$ cat src/rtl/hwloop_pkg.sv
package hwloop_pkg;

    // Control state of the single loop level
    typedef enum logic [0:0] {
        LP_IDLE = 1'b0,
        LP_RUN  = 1'b1
    } lp_state_e;

    // Byte lengths of the two setup encodings
    localparam int unsigned LEN_SHORT = 2;
    localparam int unsigned LEN_FULL  = 4;

endpackage

$ cat src/rtl/hwloop_span.sv
module hwloop_span #(
    parameter int unsigned AW = 32,
    parameter int unsigned CW = 16
) (
    input  logic [AW-1:0] setup_pc_i,
    input  logic          setup_short_i,
    input  logic [CW-1:0] setup_count_i,
    output logic [AW-1:0] start_addr_o,
    output logic [CW-1:0] count_norm_o
);
    import hwloop_pkg::*;

    localparam logic [AW-1:0] INC_SHORT = AW'(LEN_SHORT);
    localparam logic [AW-1:0] INC_FULL  = AW'(LEN_FULL);

    // Body begins right after the setup instruction
    always_comb begin
        start_addr_o = setup_pc_i + (setup_short_i ? INC_SHORT : INC_FULL);
    end

    // A trip count of zero runs the body once
    always_comb begin
        if (setup_count_i == '0) begin
            count_norm_o = CW'(1);
        end else begin
            count_norm_o = setup_count_i;
        end
    end

endmodule

$ cat src/rtl/hwloop_regs.sv
module hwloop_regs #(
    parameter int unsigned AW = 32,
    parameter int unsigned CW = 16
) (
    input  logic          clk_i,
    input  logic          rst_i,
    input  logic          load_i,
    input  logic          dec_i,
    input  logic          clr_i,
    input  logic [AW-1:0] start_in_i,
    input  logic [AW-1:0] end_in_i,
    input  logic [CW-1:0] count_in_i,
    output logic [AW-1:0] start_q_o,
    output logic [AW-1:0] end_q_o,
    output logic [CW-1:0] count_q_o,
    output logic          count_gt1_o
);

    logic [AW-1:0] start_q;
    logic [AW-1:0] end_q;
    logic [CW-1:0] count_q;

    // Address pair: written only by a setup
    always_ff @(posedge clk_i) begin
        if (rst_i) begin
            start_q <= '0;
            end_q   <= '0;
        end else if (load_i) begin
            start_q <= start_in_i;
            end_q   <= end_in_i;
        end
    end

    // Remaining count: a reload takes precedence over a decrement or clear
    always_ff @(posedge clk_i) begin
        if (rst_i) begin
            count_q <= '0;
        end else if (load_i) begin
            count_q <= count_in_i;
        end else if (dec_i) begin
            count_q <= count_q - CW'(1);
        end else if (clr_i) begin
            count_q <= '0;
        end
    end

    always_comb begin
        count_gt1_o = (count_q > CW'(1));
    end

    assign start_q_o = start_q;
    assign end_q_o   = end_q;
    assign count_q_o = count_q;


    dec_never_below_one_chk: assert property (@(posedge clk_i) disable iff (rst_i)
        (dec_i && !load_i) |-> (count_q > CW'(1)));

endmodule

$ cat src/rtl/hwloop_fsm.sv
module hwloop_fsm #(
    parameter int unsigned AW = 32
) (
    input  logic          clk_i,
    input  logic          rst_i,
    input  logic          setup_i,
    input  logic          accept_i,
    input  logic [AW-1:0] pc_i,
    input  logic [AW-1:0] end_addr_i,
    input  logic          count_gt1_i,
    output logic          load_o,
    output logic          dec_o,
    output logic          clr_o,
    output logic          redirect_o,
    output logic          active_o
);
    import hwloop_pkg::*;

    lp_state_e state_q;
    lp_state_e state_d;
    logic      end_hit;

    always_comb begin
        end_hit = accept_i && (pc_i == end_addr_i);
    end

    // Next-state selection
    always_comb begin
        state_d = state_q;
        unique case (state_q)
            LP_IDLE: begin
                if (setup_i) begin
                    state_d = LP_RUN;               // LOAD
                end
            end
            LP_RUN: begin
                if (setup_i) begin
                    state_d = LP_RUN;               // RELOAD
                end else if (end_hit && !count_gt1_i) begin
                    state_d = LP_IDLE;              // EXIT
                end
            end
            default: state_d = LP_IDLE;
        endcase
    end

    // State register
    always_ff @(posedge clk_i) begin
        if (rst_i) begin
            state_q <= LP_IDLE;
        end else begin
            state_q <= state_d;
        end
    end

    // Outputs per state
    always_comb begin
        load_o     = 1'b0;
        dec_o      = 1'b0;
        clr_o      = 1'b0;
        redirect_o = 1'b0;
        active_o   = 1'b0;
        unique case (state_q)
            LP_IDLE: begin
                load_o = setup_i;
            end
            LP_RUN: begin
                active_o   = 1'b1;
                load_o     = setup_i;
                redirect_o = end_hit && count_gt1_i;              // WRAP
                dec_o      = end_hit && count_gt1_i && !setup_i;
                clr_o      = end_hit && !count_gt1_i && !setup_i; // EXIT
            end
            default: begin
                active_o = 1'b0;
            end
        endcase
    end


    last_pass_exit_chk: assert property (@(posedge clk_i) disable iff (rst_i)
        (state_q == LP_RUN && end_hit && !count_gt1_i && !setup_i) |=> (state_q == LP_IDLE));


    idle_no_redirect_chk: assert property (@(posedge clk_i) disable iff (rst_i)
        (state_q == LP_IDLE) |-> !redirect_o);

endmodule

$ cat src/rtl/hwloop_ctrl.sv
module hwloop_ctrl #(
    parameter int unsigned AW = 32,
    parameter int unsigned CW = 16
) (
    input  logic          clk_i,
    input  logic          rst_i,
    input  logic          setup_valid_i,
    input  logic [AW-1:0] setup_pc_i,
    input  logic          setup_short_i,
    input  logic [AW-1:0] setup_end_i,
    input  logic [CW-1:0] setup_count_i,
    input  logic          fetch_valid_i,
    input  logic          fetch_ready_i,
    input  logic [AW-1:0] fetch_pc_i,
    output logic          redirect_o,
    output logic [AW-1:0] redirect_target_o,
    output logic          loop_active_o,
    output logic [CW-1:0] loop_count_o
);

    logic          accept;
    logic [AW-1:0] start_calc;
    logic [CW-1:0] count_calc;
    logic          load;
    logic          dec;
    logic          clr;
    logic [AW-1:0] start_q;
    logic [AW-1:0] end_q;
    logic [CW-1:0] count_q;
    logic          count_gt1;

    always_comb begin
        accept = fetch_valid_i && fetch_ready_i;
    end

    hwloop_span #(.AW(AW), .CW(CW)) u_span (
        .setup_pc_i    (setup_pc_i),
        .setup_short_i (setup_short_i),
        .setup_count_i (setup_count_i),
        .start_addr_o  (start_calc),
        .count_norm_o  (count_calc)
    );

    hwloop_regs #(.AW(AW), .CW(CW)) u_regs (
        .clk_i       (clk_i),
        .rst_i       (rst_i),
        .load_i      (load),
        .dec_i       (dec),
        .clr_i       (clr),
        .start_in_i  (start_calc),
        .end_in_i    (setup_end_i),
        .count_in_i  (count_calc),
        .start_q_o   (start_q),
        .end_q_o     (end_q),
        .count_q_o   (count_q),
        .count_gt1_o (count_gt1)
    );

    hwloop_fsm #(.AW(AW)) u_fsm (
        .clk_i       (clk_i),
        .rst_i       (rst_i),
        .setup_i     (setup_valid_i),
        .accept_i    (accept),
        .pc_i        (fetch_pc_i),
        .end_addr_i  (end_q),
        .count_gt1_i (count_gt1),
        .load_o      (load),
        .dec_o       (dec),
        .clr_o       (clr),
        .redirect_o  (redirect_o),
        .active_o    (loop_active_o)
    );

    assign redirect_target_o = start_q;
    assign loop_count_o      = count_q;


    stall_holds_count_chk: assert property (@(posedge clk_i) disable iff (rst_i)
        (!accept && !setup_valid_i) |=> ($stable(loop_count_o) && $stable(loop_active_o)));


    stall_no_redirect_chk: assert property (@(posedge clk_i) disable iff (rst_i)
        !accept |-> !redirect_o);


    wrap_decrements_chk: assert property (@(posedge clk_i) disable iff (rst_i)
        (redirect_o && !setup_valid_i) |=> (loop_count_o == $past(loop_count_o) - CW'(1)));


    setup_arms_chk: assert property (@(posedge clk_i) disable iff (rst_i)
        setup_valid_i |=> (loop_active_o && loop_count_o != '0));


    off_end_no_redirect_chk: assert property (@(posedge clk_i) disable iff (rst_i)
        (fetch_pc_i != end_q) |-> !redirect_o);

endmodule

$ cat config.mk
export PLATFORM = sky130hd
export DESIGN_NAME = hwloop_ctrl
export DESIGN_NICKNAME = d
export VERILOG_FILES = /design/src/rtl/hwloop_pkg.sv /design/src/rtl/hwloop_span.sv /design/src/rtl/hwloop_regs.sv /design/src/rtl/hwloop_fsm.sv /design/src/rtl/hwloop_ctrl.sv
export SDC_FILE = /design/constraint.sdc
export NUM_CORES = 1
export LEC_CHECK = 0
export BUFFER_PORTS_ARGS = -buffer_cell sky130_fd_sc_hd__clkbuf_2
export CAP_MARGIN = 0
export CORE_MARGIN = 5
export CORE_UTILIZATION = 44
export DETAILED_ROUTE_END_ITERATION = 8
export PLACE_DENSITY = 0.87
export RECOVER_POWER = 25
export SETUP_SLACK_MARGIN = 0.05
export SYNTH_ARGS = -nofsm -noshare
export SYNTH_HDL_FRONTEND = slang
export SYNTH_SLANG_ARGS = --single-unit
$ cat constraint.sdc
create_clock -name clk_i -period 1.8 [get_ports clk_i]
set_input_delay 0.18 -clock clk_i [delete_from_list [all_inputs] [get_ports clk_i]]
set_output_delay 0.18 -clock clk_i [all_outputs]
set_load 0.02 [all_outputs]
# Word-level counts from Yosys, hierarchy flattened
# Cells that the tools add are included.
# word_totals
regBits	81
ramBits	0
memories	0
out_inout_bits	50
inputBits	118
elab_cells	32
rom_bits	0
latchBits	0
# classes
n_div	0
n_mul	0
order_cmp	1
muxes	13
n_reduce_logical	10
bitwise_logic	1
n_addsub	2
shift	0
n_eq_ne	1
# op_table
cell	count
$mux W16	4
$add A32 B32 Y32	1
$eq A32 B32 Y1	1
$gt A16 B1 Y1 const B	1
$logic_not A16 Y1	1
$sub A16 B1 Y16 const B	1
$mux W1	7
$logic_and A1 B1 Y1	6
$mux W3	1
$reduce_bool A3 Y1	1
$logic_not A1 Y1	2
$pmux W1 S2	1
$not A1 Y1	1

# Depth between registers and ports, before layout
# Gate-level depths: netlist of the first run.
# logic_depth
word_depth	8
mapped_depth	9
ltp_nobuf	8

# Cells and area by module
# A second synthesis of the first run with hierarchy kept.
# unflattened
cells_unflattened	492
area_unflattened_um2	4434.3
# modules_own_cells
module	area_per_inst_um2	seq_area_each_um2	cells_per_inst	instances
hwloop_regs	3274.4	1601.5	332	1
hwloop_span	723.2	0.0	107	1
hwloop_fsm	430.4	20.0	52	1
hwloop_ctrl	6.3	0.0	1	1

# Least setup slack after synthesis of the first run
# Ideal clock, no wire load.
# synth_timing
kind	reg2reg
start	register u_regs.count_q[4], in the netlist u_regs.count_q_o[4]
end	register u_regs.count_q[3], in the netlist u_regs.count_q_o[3]
path_stages_with_launch	6
path_buffers	0
period_less_slack_ns	1.956
setup_slack_ns	-0.156
setup_ns	0.132
t_required_ns	1.668
t_arrival_ns	1.824
cell_sequence	dfxtp_1 > or4_1 > nor4b_2 > and4bb_1 > a32oi_1 > a21oi_1
# synth_between
elab_chain_cells	6
word_cells_on_any_way	11
classes_between	1 x order compare; 4 x mux; 6 x reduce/logical
# synth_rtl
item	line_no	rtl
start, declared	hwloop_regs.sv:21	logic [CW-1:0] count_q;
start signal, assigned	hwloop_regs.sv:39	count_q <= count_in_i;
start signal, assigned	hwloop_regs.sv:41	count_q <= count_q - CW'(1);
$gt A16 B1 Y1 *	hwloop_regs.sv:48	count_gt1_o = (count_q > CW'(1));
$logic_and A1 B1 Y1 / $logic_not A1 Y1 (equally long branches)	hwloop_fsm.sv:71, hwloop_fsm.sv:72	
$logic_and A1 B1 Y1 (on tied branches)	hwloop_fsm.sv:71, hwloop_fsm.sv:72	
$mux W1 / $logic_and A1 B1 Y1 (equally long branches)	hwloop_fsm.sv:63, hwloop_fsm.sv:72	
$mux W16 / $mux W1 (equally long branches)	hwloop_regs.sv:40, hwloop_fsm.sv:63	
$mux W16 / $reduce_bool A3 Y1 (equally long branches)	--	
# Every way passes the cells marked *; elsewhere a longest branch is shown, timed or not.
# A chain may end at the register's enable or synchronous reset.

# Worst setup path after layout of the first run
# layout_timing
start	register u_regs.end_q[21], in the netlist u_regs.end_q_o[21]
end	register u_regs.count_q[1], in the netlist u_regs.count_q_o[1]
# layout_between
elab_chain_cells	7
word_cells_on_any_way	11
classes_between	1 x eq/ne; 4 x mux; 6 x reduce/logical
# layout_rtl
item	line_no	rtl
start, declared	hwloop_regs.sv:20	logic [AW-1:0] end_q;
start signal, assigned	hwloop_regs.sv:30	end_q <= end_in_i;
$eq A32 B32 Y1 *	hwloop_fsm.sv:24	end_hit = accept_i && (pc_i == end_addr_i);
$logic_and A1 B1 Y1 *	hwloop_fsm.sv:24	
$logic_and A1 B1 Y1 (2 in series)	hwloop_fsm.sv:71	dec_o = end_hit && count_gt1_i && !setup_i;
$mux W1	hwloop_fsm.sv:63	unique case (state_q)
$mux W16	hwloop_regs.sv:40	end else if (dec_i) begin
$mux W16	hwloop_regs.sv:38	end else if (load_i) begin
# Marks and branches as above.

==> results of run 1 <==
[cell usage after synthesis (5+ instances only)]
master	instances
nor2_1	96
dfxtp_1	81
xnor2_1	43
mux2i_1	35
nand2_1	24
a211oi_1	23
nand4_1	19
clkbuf_1	17
nand3_1	17
inv_1	16
o21ai_0	13
xor2_1	13
a311oi_1	8
o211ai_1	7
a31oi_1	6
buf_1	6
nor3_1	6
nor3_2	6
nor4_1	6
or3_1	6
a21oi_1	5
a221oi_1	5
[per-layer routing]
metal  global-route usage [%]  part of all wire (%)  up-vias
met5                        0                     0        -
met4                     11.3                   3.5        0
met3                     5.27                   8.0       45
met2                     38.3                    50      224
met1                     25.8                    38     2079
li1                         -                     -     2202
[worst paths after layout]
path | start | end | slack, ns
worst max register to register | u_regs.end_q_o[21] | u_regs.count_q_o[1] | -0.37
worst max-delay path | u_regs.end_q_o[21] | u_regs.count_q_o[1] | -0.37
worst min register to register | u_regs.start_q_o[27] | u_regs.start_q_o[27] | 0.48
worst min-delay path | setup_pc_i[0] | u_regs.start_q_o[0] | 0.06
[logic make-up after synthesis]
group | synth area share [%]
flip-flops | 37.7
AO/OA/AOI/OAI | 13.3
buffers and inverters | 3.90
AND/OR/NAND/NOR | 23.9
XOR/XNOR | 11.4
adder cells (fa/ha/maj) | 1.63
multiplexers | 8.15
[power by group through the flow]
stage                     combinational [mW]  clock (mW)  sequential [mW]
after detailed placement               0.955           0             2.03
after floorplan                        0.439           0             2.12
after CTS                              0.974        1.24             1.99
final                                  0.998        1.21             1.99
after global routing                    1.09        1.31             2.01
after global placement                 0.925           0             2.02
[state kept, by name, summed over array words and instances, names as in the netlist]
signal,flops
u_regs.end_q_o,32
u_regs.count_q_o,16
u_regs.start_q_o,32
u_fsm.state_q,1
[critical path, cell delays in order, from the launching register on]
cell	delay, ns
dfxtp_2	0.34
xnor2_1	0.13
nand4_1	0.22
nor4_4	0.35
buf_4	0.15
nand4_1	0.21
or3_1	0.44
a311oi_2	0.24
[area by class of cell]
class / count / area [um^2]
clock buffer: 12 / 145
timing repair buffer: 219 / 1280
inverter: 16 / 60.1
tap: 133 / 166
clock inverter: 4 / 28.8
sequential: 81 / 1640
fill: 817 / 3680
multi-input combinational: 376 / 2650
[per-stage QoR]
stage | utilization (%) | cell area (um^2) | hold WS [ns] | std cells | power, mW
after floorplan | - | 4350 | 0.316 | 499 | 2.56
after global placement | 58.4 | 5630 | 0.416 | 820 | 2.95
after detailed placement | 58.4 | 5630 | 0.426 | 820 | 2.99
after CTS | 61.2 | 5890 | 0.0375 | 840 | 4.21
after global routing | 61.9 | 5960 | 0.0587 | 841 | 4.41
final | 61.9 | 5960 | 0.0552 | 841 | 4.20
[what timing repair did]
| action | CTS | global route |
|---|---|---|
| endpoints found under the hold margin | 0 | 0 |
| hold buffers | 0 | 0 |
| buffers inserted | 4 | 2 |
| gates resized for setup | 21 | 19 |
| pin swaps | 24 | 11 |
| setup endpoints to repair | 18 | 21 |
[placed cells by master, fill, tap and decap left out, drive strengths merged, types with 3 or more instances in the layout]
cell type and count:
a31oi 6, ha 4, and3 3, nand2 24
nor3 12, a311oi 8, nor4 7, a221oi 5
buf 52, a41oi 4, clkbuf 179, nand4 19
a21oi 5, xor2 13, inv 16, mux2i 35
dfxtp 81, o21ai 13, a211oi 24, nand3 20
nor2 96, and4 3, xnor2 43, o211ai 7
or3 8
==> metrics, run 1 <==
crit path max fanout=3; Post-Syn Area=about 0.0043 mm^2; Worst Hold Depth=3; Yosys top cell area share=between 30% and 40%; CP arrival=roughly 2.4 ns; net switching power figure=1.30 mW; CTS buffer count=9; Iteration-0 DRC Markers=roughly 260; CTS Buffer Depth=2; sequential share of power=a little under half; Setup WS post-layout=-0.373 ns; Worst-path clk slew=about 0.080 ns; Logic pwr share=between 20% and 30%; Seq/Total Area, Yosys=a little under two fifths; Setup WS pre-CTS=-0.275 ns; status=finished with violations; H-tree levels=3; clock sinks=81; Hold Path Class=in2reg; routability cong.=around 0.87; setup violators final=18; internal power=between 2 and 3 mW; initial antenna violation count=0; Worst EP required=2.06 ns; path depth of the worst reg2reg path=7; Main synth FF type=dfxtp_1; Worst Tran Pin Value=between 1 and 1.5 ns; die area=about 0.012 mm^2; Cell variety after synth=48; Die Wd=between 100 and 150 um; Congestion Overflow GR=0; DR pass1 iterations=4; diodes inserted=0; CTS tree=yes; largest cells by area after synthesis=dfxtp_1 (38%), xnor2_1 (8.8%), nor2_1 (8.4%), mux2i_1 (8.2%), a211oi_1 (4.0%); wire length of the first global-routing pass=~21,000 um; Net Count, Synth=slightly above 600; P_leak=between 2 and 3 nW; max-slew violations=0; final hold vios=0; area grow syn2layout=38.8%; Initial Util=between 40 and 50%; Core ar.=roughly 0.0096 mm^2; max-slew headroom at the worst pin=roughly a tenth; Setup Crit Path Kind=reg2reg; Sw Share=30.9%; FFs w/ async S/R, synth=0%; Max Clk Rate=~0.46 GHz; EDFF count, synth=0; root buffer cell=clkbuf_8; Final ANT Viol Nets=0; via count=4,550; CP Capture Type=flop; failing checks=setup timing; IO Count=~170; Final Skew=~0.007 ns; All-Layer GR Usage=22.3%; RSZ-0062 raised after global routing=true; # rows=36; PwrDens=704 mW/mm^2; flops & latches, synth=81; fin crit period=approximately 2.2 ns; vias in the first global route=around 4,600; clock network fraction of design power=between 20% and 30%; crit share post-route=121%; yosys warns=0; Clock Latency Late Sink=approximately 0.35 ns; layout cell share with drive strength beyond 1=approximately two fifths; # port buffers=between 150 and 200; Syn Inst Count=around 500; WL final=13,000 um; Max VDD drop=412 uV; DPL Wire Length=between 10,000 and 15,000 um; Max-Cap Viols=0; Final #Nets=slightly above 800; Fin Setup TNS=-3.51 ns; Yosys top cell by area=dfxtp_1; drt wl/cell=between 15 and 20 um; Mean Syn Cell Area=8.61 um^2; number of vias per cell=~5.4; DRC violation count after routing=0; largest net degree at the start of global routing=57; Die H=roughly 110 um; startpoint types=flop
Note: power is estimated with default switching activity, not from simulation.
==> inputs of run 2 (changes only) <==
--- a/config.mk
+++ b/config.mk
@@ -10,9 +10,11 @@
 export CORE_MARGIN = 5
 export CORE_UTILIZATION = 44
 export DETAILED_ROUTE_END_ITERATION = 8
+export MAX_ROUTING_LAYER = met4
 export PLACE_DENSITY = 0.87
 export RECOVER_POWER = 25
 export SETUP_SLACK_MARGIN = 0.05
+export SLEW_MARGIN = 5
 export SYNTH_ARGS = -nofsm -noshare
 export SYNTH_HDL_FRONTEND = slang
 export SYNTH_SLANG_ARGS = --single-unit
==> metrics, run 2 (synthesized netlist as in run 1, its figures left out) <==
status=finished with violations (unchanged); failing checks=setup timing (unchanged); initial antenna violation count=0 (unchanged); drt wl/cell=16.0 um (was 15.5 um); DPL Wire Length=10,500 um (was 10,100 um); layout cell share with drive strength beyond 1=40.7% (was 39.8%); final hold vios=0 (unchanged); PwrDens=725 mW/mm^2 (was 704 mW/mm^2); RR Endpoint=u_regs.count_q_o[1] (unchanged); Max-Cap Viols=0 (unchanged); RR Startpoint=u_regs.end_q_o[11] (was u_regs.end_q_o[21]); crit share post-route=119% (was 121%); RSZ-0062 raised after global routing=true (unchanged); path depth of the worst reg2reg path=7 (unchanged); Worst path max stage delay=0.34 ns (was 0.44 ns); Congestion Overflow GR=0 (unchanged); Max Clk Rate=0.468 GHz (was 0.460 GHz); Final ANT Viol Nets=0 (unchanged); R2R setup slack=-0.27 ns (was -0.37 ns); WL final=13,400 um (was 13,000 um); CP arrival=1.96 ns (was 2.43 ns); Die H=109 um (unchanged); Setup WS post-layout=-0.338 ns (was -0.373 ns); Final #Nets=830 (was 826); Worst Hold Depth=3 (unchanged); diodes inserted=0 (unchanged); Layout Utilization=62.2% (was 61.9%); Setup WS pre-CTS=-0.239 ns (was -0.275 ns); Worst EP required=1.62 ns (was 2.06 ns); root buffer cell=clkbuf_8 (unchanged); via count=4,593 (was 4,550); fin crit period=2.14 ns (was 2.17 ns); slowest cell on the critical path=nor4_4 (was or3_1); max-slew headroom at the worst pin=18.2% (was 9.90%); Core ar.=0.00964 mm^2 (unchanged); CTS tree=yes (unchanged); IO Count=168 (unchanged); CTS Buffer Depth=2 (unchanged); Clock Latency Late Sink=0.36 ns (was 0.35 ns); P_leak=2.63 nW (was 2.60 nW); critical path cell sequence=xnor2_1 > nand4_1 > nor4_4 > buf_4 > buf_6 > nand4_1 > nor2_1 > buf_4 (was xnor2_1 > nand4_1 > nor4_4 > buf_4 > nand4_1 > or3_1 > a311oi_2); number of vias per cell=5.45 (was 5.41); Final Skew=0.0106 ns (was 0.00714 ns); die area=0.0118 mm^2 (unchanged); Hold Crit Endpoint=u_regs.end_q_o[22] (was u_regs.start_q_o[0]); routability cong.=0.851 (was 0.870); Buf/Inv on CP=3 (was 1); area grow syn2layout=39.6% (was 38.8%); Iteration-0 DRC Markers=231 (was 257); Max VDD drop=459 uV (was 412 uV); hold_sp=setup_end_i[22] (was setup_pc_i[0]); Die Wd=109 um (unchanged); Hold Path Class=in2reg (unchanged); crit path max fanout=2 (was 3); clock sinks=81 (unchanged); wire length of the first global-routing pass=21,400 um (was 21,000 um); max-slew violations=0 (unchanged); hold buffer count at CTS=0 (unchanged); most frequent cells in the layout=clkbuf_2 (165), nor2_1 (95), dfxtp_1 (68) (was clkbuf_2 (167), nor2_1 (94), dfxtp_1 (72)); DR pass1 iterations=5 (was 4); CTS buffer count=9 (unchanged); # rows=36 (unchanged); Initial Util=44.6% (unchanged); Worst Tran Pin Value=1.23 ns (was 1.35 ns); vias in the first global route=4,607 (was 4,591); CP Capture Type=primary output (was flop); most common library cell in the layout ignoring fill and taps=clkbuf_2 (unchanged); H-tree levels=3 (unchanged); largest net degree at the start of global routing=61 (was 57); Setup Crit Path Kind=reg2out (was reg2reg); All-Layer GR Usage=23.3% (was 22.3%); Worst-path clk slew=0.09 ns (was 0.08 ns); CP top delay family=simple AND/OR/NAND/NOR gates (unchanged); startpoint types=flop (unchanged); DRC violation count after routing=0 (unchanged); setup violators final=18 (unchanged); # port buffers=167 (unchanged)
run 2: tightest hold or removal path: stages:
cell and delay (ns):
clkbuf_2 0.07, mux2i_1 0.05, nor2_1 0.07
run 2: layout make-up:
type / instances / area [um^2]
Fill cell: 825 / 3640
Multi-Input combinational cell: 376 / 2650
Sequential cell: 81 / 1640
Timing Repair Buffer: 223 / 1290
Tap cell: 133 / 166
Clock buffer: 12 / 155
Inverter: 16 / 60.1
Clock inverter: 2 / 38.8
run 2: report_power, final:
part | total, mW | internal, mW | switching [mW]
Clock | 1.36 | 0.706 | 0.655
Combinational | 0.988 | 0.447 | 0.541
Sequential | 2.00 | 1.91 | 0.0862
Total | 4.35 | 3.07 | 1.28
run 2: timing repair:
action / 4_1_cts / 5_1_grt
pin swaps: 28 / 15
setup buffers: 5 / 3
setup endpoints to repair: 18 / 22
resized for setup: 27 / 14
run 2: worst max-delay path by stage:
stage / startpoint / endpoint / slack [ns] / cells after the start
6_report: u_regs.end_q_o[11] / redirect_o / -0.34 / 8
3_3_place_gp: u_regs.end_q_o[11] / u_regs.count_q_o[5] / -0.15 / 8
3_5_place_dp: setup_short_i / u_regs.start_q_o[22] / -0.24 / 8
2_1_floorplan: u_regs.count_q_o[5] / u_regs.count_q_o[12] / -0.04 / 5
4_1_cts: u_regs.end_q_o[23] / redirect_o / -0.36 / 8
5_1_grt: u_regs.end_q_o[8] / redirect_o / -0.45 / 8
run 2: metal layers:
layer	vias up	wire, um	global-route usage (%)
met2	207	6820	39.8
met1	2145	5260	25.9
met4	0	465	12.2
met5	-	0	-
li1	2198	-	-
met3	43	901	4.03
run 2: per-stage QoR:
stage	TNS (ns)	area, um^2	cells	power [mW]	hold slack, ns
3_5_place_dp	-3.70	5630	824	2.99	0.428
3_3_place_gp	-2.19	5630	824	2.96	0.415
2_1_floorplan	-0.181	4350	499	2.56	0.316
4_1_cts	-2.22	5950	842	4.37	0.0381
5_1_grt	-6.25	6000	843	4.53	0.0506
6_report	-3.38	6000	843	4.35	0.0484
==> inputs of run 3 (changes only) <==
--- a/config.mk
+++ b/config.mk
@@ -7,7 +7,7 @@
 export LEC_CHECK = 0
 export BUFFER_PORTS_ARGS = -buffer_cell sky130_fd_sc_hd__clkbuf_2
 export CAP_MARGIN = 0
-export CORE_MARGIN = 5
+export CORE_ASPECT_RATIO = 1.2
 export CORE_UTILIZATION = 44
 export DETAILED_ROUTE_END_ITERATION = 8
 export MAX_ROUTING_LAYER = met4
==> metrics, run 3 (synthesized netlist as in run 1, its figures left out) <==
Worst Tran Pin Value=0.882 ns (was 1.23 ns); Hold Path Class=in2reg (unchanged); Non-Filler Cell Area, Final=0.00617 mm^2 (was 0.00600 mm^2); Die H=110 um (was 109 um); final hold vios=0 (unchanged); setup violators final=18 (unchanged); number of vias per cell=5.45 (about the same); hold_sp=setup_end_i[25] (was setup_end_i[22]); crit path max fanout=4 (was 2); startpoint types=flop (unchanged); Initial Util=45.2% (was 44.6%); critical path cell sequence=xnor2_2 > nand4_1 > nor4_4 > buf_4 > nand4_1 > nor2_1 > buf_4 (was xnor2_1 > nand4_1 > nor4_4 > buf_4 > buf_6 > nand4_1 > nor2_1 > buf_4); initial antenna violation count=0 (unchanged); P_leak=2.71 nW (was 2.63 nW); IO Count=168 (unchanged); Max VDD drop=491 uV (was 459 uV); hold buffer count at CTS=0 (unchanged); Max-Cap Viols=0 (unchanged); max-slew violations=0 (unchanged); # rows=39 (was 36); Worst EP required=1.62 ns (about the same); # port buffers=167 (unchanged); max-slew headroom at the worst pin=41.2% (was 18.2%); All-Layer GR Usage=26.4% (was 23.3%); Overall Power=4.92 mW (was 4.35 mW); clock sinks=81 (unchanged); RR Startpoint=u_regs.end_q_o[23] (was u_regs.end_q_o[11]); DPL Wire Length=9670 um (was 10,500 um); R2R setup slack=-0.27 ns (about the same); RR Endpoint=u_regs.count_q_o[4] (was u_regs.count_q_o[1]); diodes inserted=0 (unchanged); area grow syn2layout=43.7% (was 39.6%); slowest cell on the critical path=dfxtp_2 (was nor4_4); DR pass1 iterations=4 (was 5); Cells after DPL=809 (was 824); Setup WS post-layout=-0.366 ns (was -0.338 ns); largest net degree at the start of global routing=44 (was 61); Max Clk Rate=0.462 GHz (was 0.468 GHz); drt wl/cell=15.7 um (was 16.0 um); CTS Buffer Depth=2 (unchanged); CP top delay family=simple AND/OR/NAND/NOR gates (unchanged); DRC violation count after routing=0 (unchanged); via count=4,547 (was 4,593); failing checks=setup timing (unchanged); Iteration-0 DRC Markers=200 (was 231); Congestion Overflow GR=0 (unchanged); H-tree levels=3 (unchanged); dpl cell area=0.00557 mm^2 (was 0.00563 mm^2); number of fill cells in the layout=746 (was 825); Setup WS pre-CTS=-0.214 ns (was -0.239 ns); Hold Crit Endpoint=u_regs.end_q_o[25] (was u_regs.end_q_o[22]); Final Skew=0.00665 ns (was 0.0106 ns); RSZ-0062 raised after global routing=true (unchanged); CP Capture Type=primary output (unchanged); most common library cell in the layout ignoring fill and taps=clkbuf_2 (unchanged); most frequent cells in the layout=clkbuf_2 (165), nor2_1 (94), dfxtp_1 (69) (was clkbuf_2 (165), nor2_1 (95), dfxtp_1 (68)); critical path launch point=u_regs.end_q_o[23] (was u_regs.end_q_o[11]); WL final=13,100 um (was 13,400 um); die area=0.0102 mm^2 (was 0.0118 mm^2); CP arrival=1.99 ns (was 1.96 ns); Final ANT Viol Nets=0 (unchanged); Worst path max stage delay=0.34 ns (about the same); status=finished with violations (unchanged); Buf/Inv on CP=2 (was 3); layout cell share with drive strength beyond 1=41.5% (was 40.7%); Core ar.=0.00952 mm^2 (was 0.00964 mm^2); post-route insts no fill=834 (was 843); wire length of the first global-routing pass=20,500 um (was 21,400 um); PwrDens=796 mW/mm^2 (was 725 mW/mm^2); CTS buffer count=9 (unchanged); vias in the first global route=4,557 (was 4,607); fin crit period=2.17 ns (was 2.14 ns); path depth of the worst reg2reg path=8 (was 7); Clock Latency Late Sink=0.34 ns (was 0.36 ns); Final #Nets=829 (was 830); crit share post-route=120% (was 119%); Die Wd=92.2 um (was 109 um); Worst Hold Depth=3 (unchanged); CTS tree=yes (unchanged); Worst-path clk slew=0.06 ns (was 0.09 ns); root buffer cell=clkbuf_16 (was clkbuf_8); routability cong.=0.940 (was 0.851); Setup Crit Path Kind=reg2out (unchanged)
[run 3: cell types whose count changed in the layout (fill, tap and decap cells not counted), moves of 4 or more]
cell | previous run | this run
o21ai_2 | 4 | 0
buf_6 | 4 | 8
clkbuf_16 | 0 | 9
clkbuf_8 | 11 | 2
[run 3: worst max path at each step]
stage,endpoint,cells after the start
2_1_floorplan,u_regs.count_q_o[12],5
5_1_grt,redirect_o,7
3_3_place_gp,u_regs.count_q_o[5],8
6_report,redirect_o,7
4_1_cts,redirect_o,7
3_5_place_dp,u_regs.count_q_o[5],8
[run 3: cell type report]
class                           instances  area (um^2)  share of cell area (%)
Multi-Input combinational cell        376         2720                    44.0
Sequential cell                        81         1640                    26.6
Timing Repair Buffer                  222         1290                    20.9
Clock buffer                           11          253                    4.09
Tap cell                              123          154                    2.49
Clock inverter                          5         62.6                    1.01
Inverter                               16         60.1                   0.973
[run 3: what timing repair did]
item                       4_1_cts  5_1_grt
buffers inserted                 6        2
pin swaps                       24       17
setup endpoints to repair       18       20
cloned                           1        0
resized for setup               30       22
[run 3: routing by layer]
metal	track usage (%)	vias to the layer above	part of all wire, %
met1	28.2	2098	39
li1	-	2203	-
met4	17.4	0	4.6
met5	-	-	0
met2	45.3	195	51
met3	4.87	51	4.7
[run 3: metrics by stage]
step	hold WS [ns]	util, %	TNS [ns]
global placement	0.414	58.5	-1.98
finish	0.0778	64.9	-3.67
global route	0.0789	64.9	-4.87
floorplan	0.316	-	-0.181
detailed placement	0.421	58.5	-2.88
CTS	0.0651	63.7	-2.08
[run 3: power by group]
part | total [mW] | switching, mW | internal, mW
Clock | 1.92 | 0.766 | 1.16
Sequential | 2.00 | 0.0834 | 1.92
Combinational | 0.993 | 0.548 | 0.445
Total | 4.92 | 1.40 | 3.52
[run 3: worst min-delay path, stage by stage]
cell and delay [ns]:
clkbuf_2 0.08, mux2i_1 0.05, nor2_1 0.07
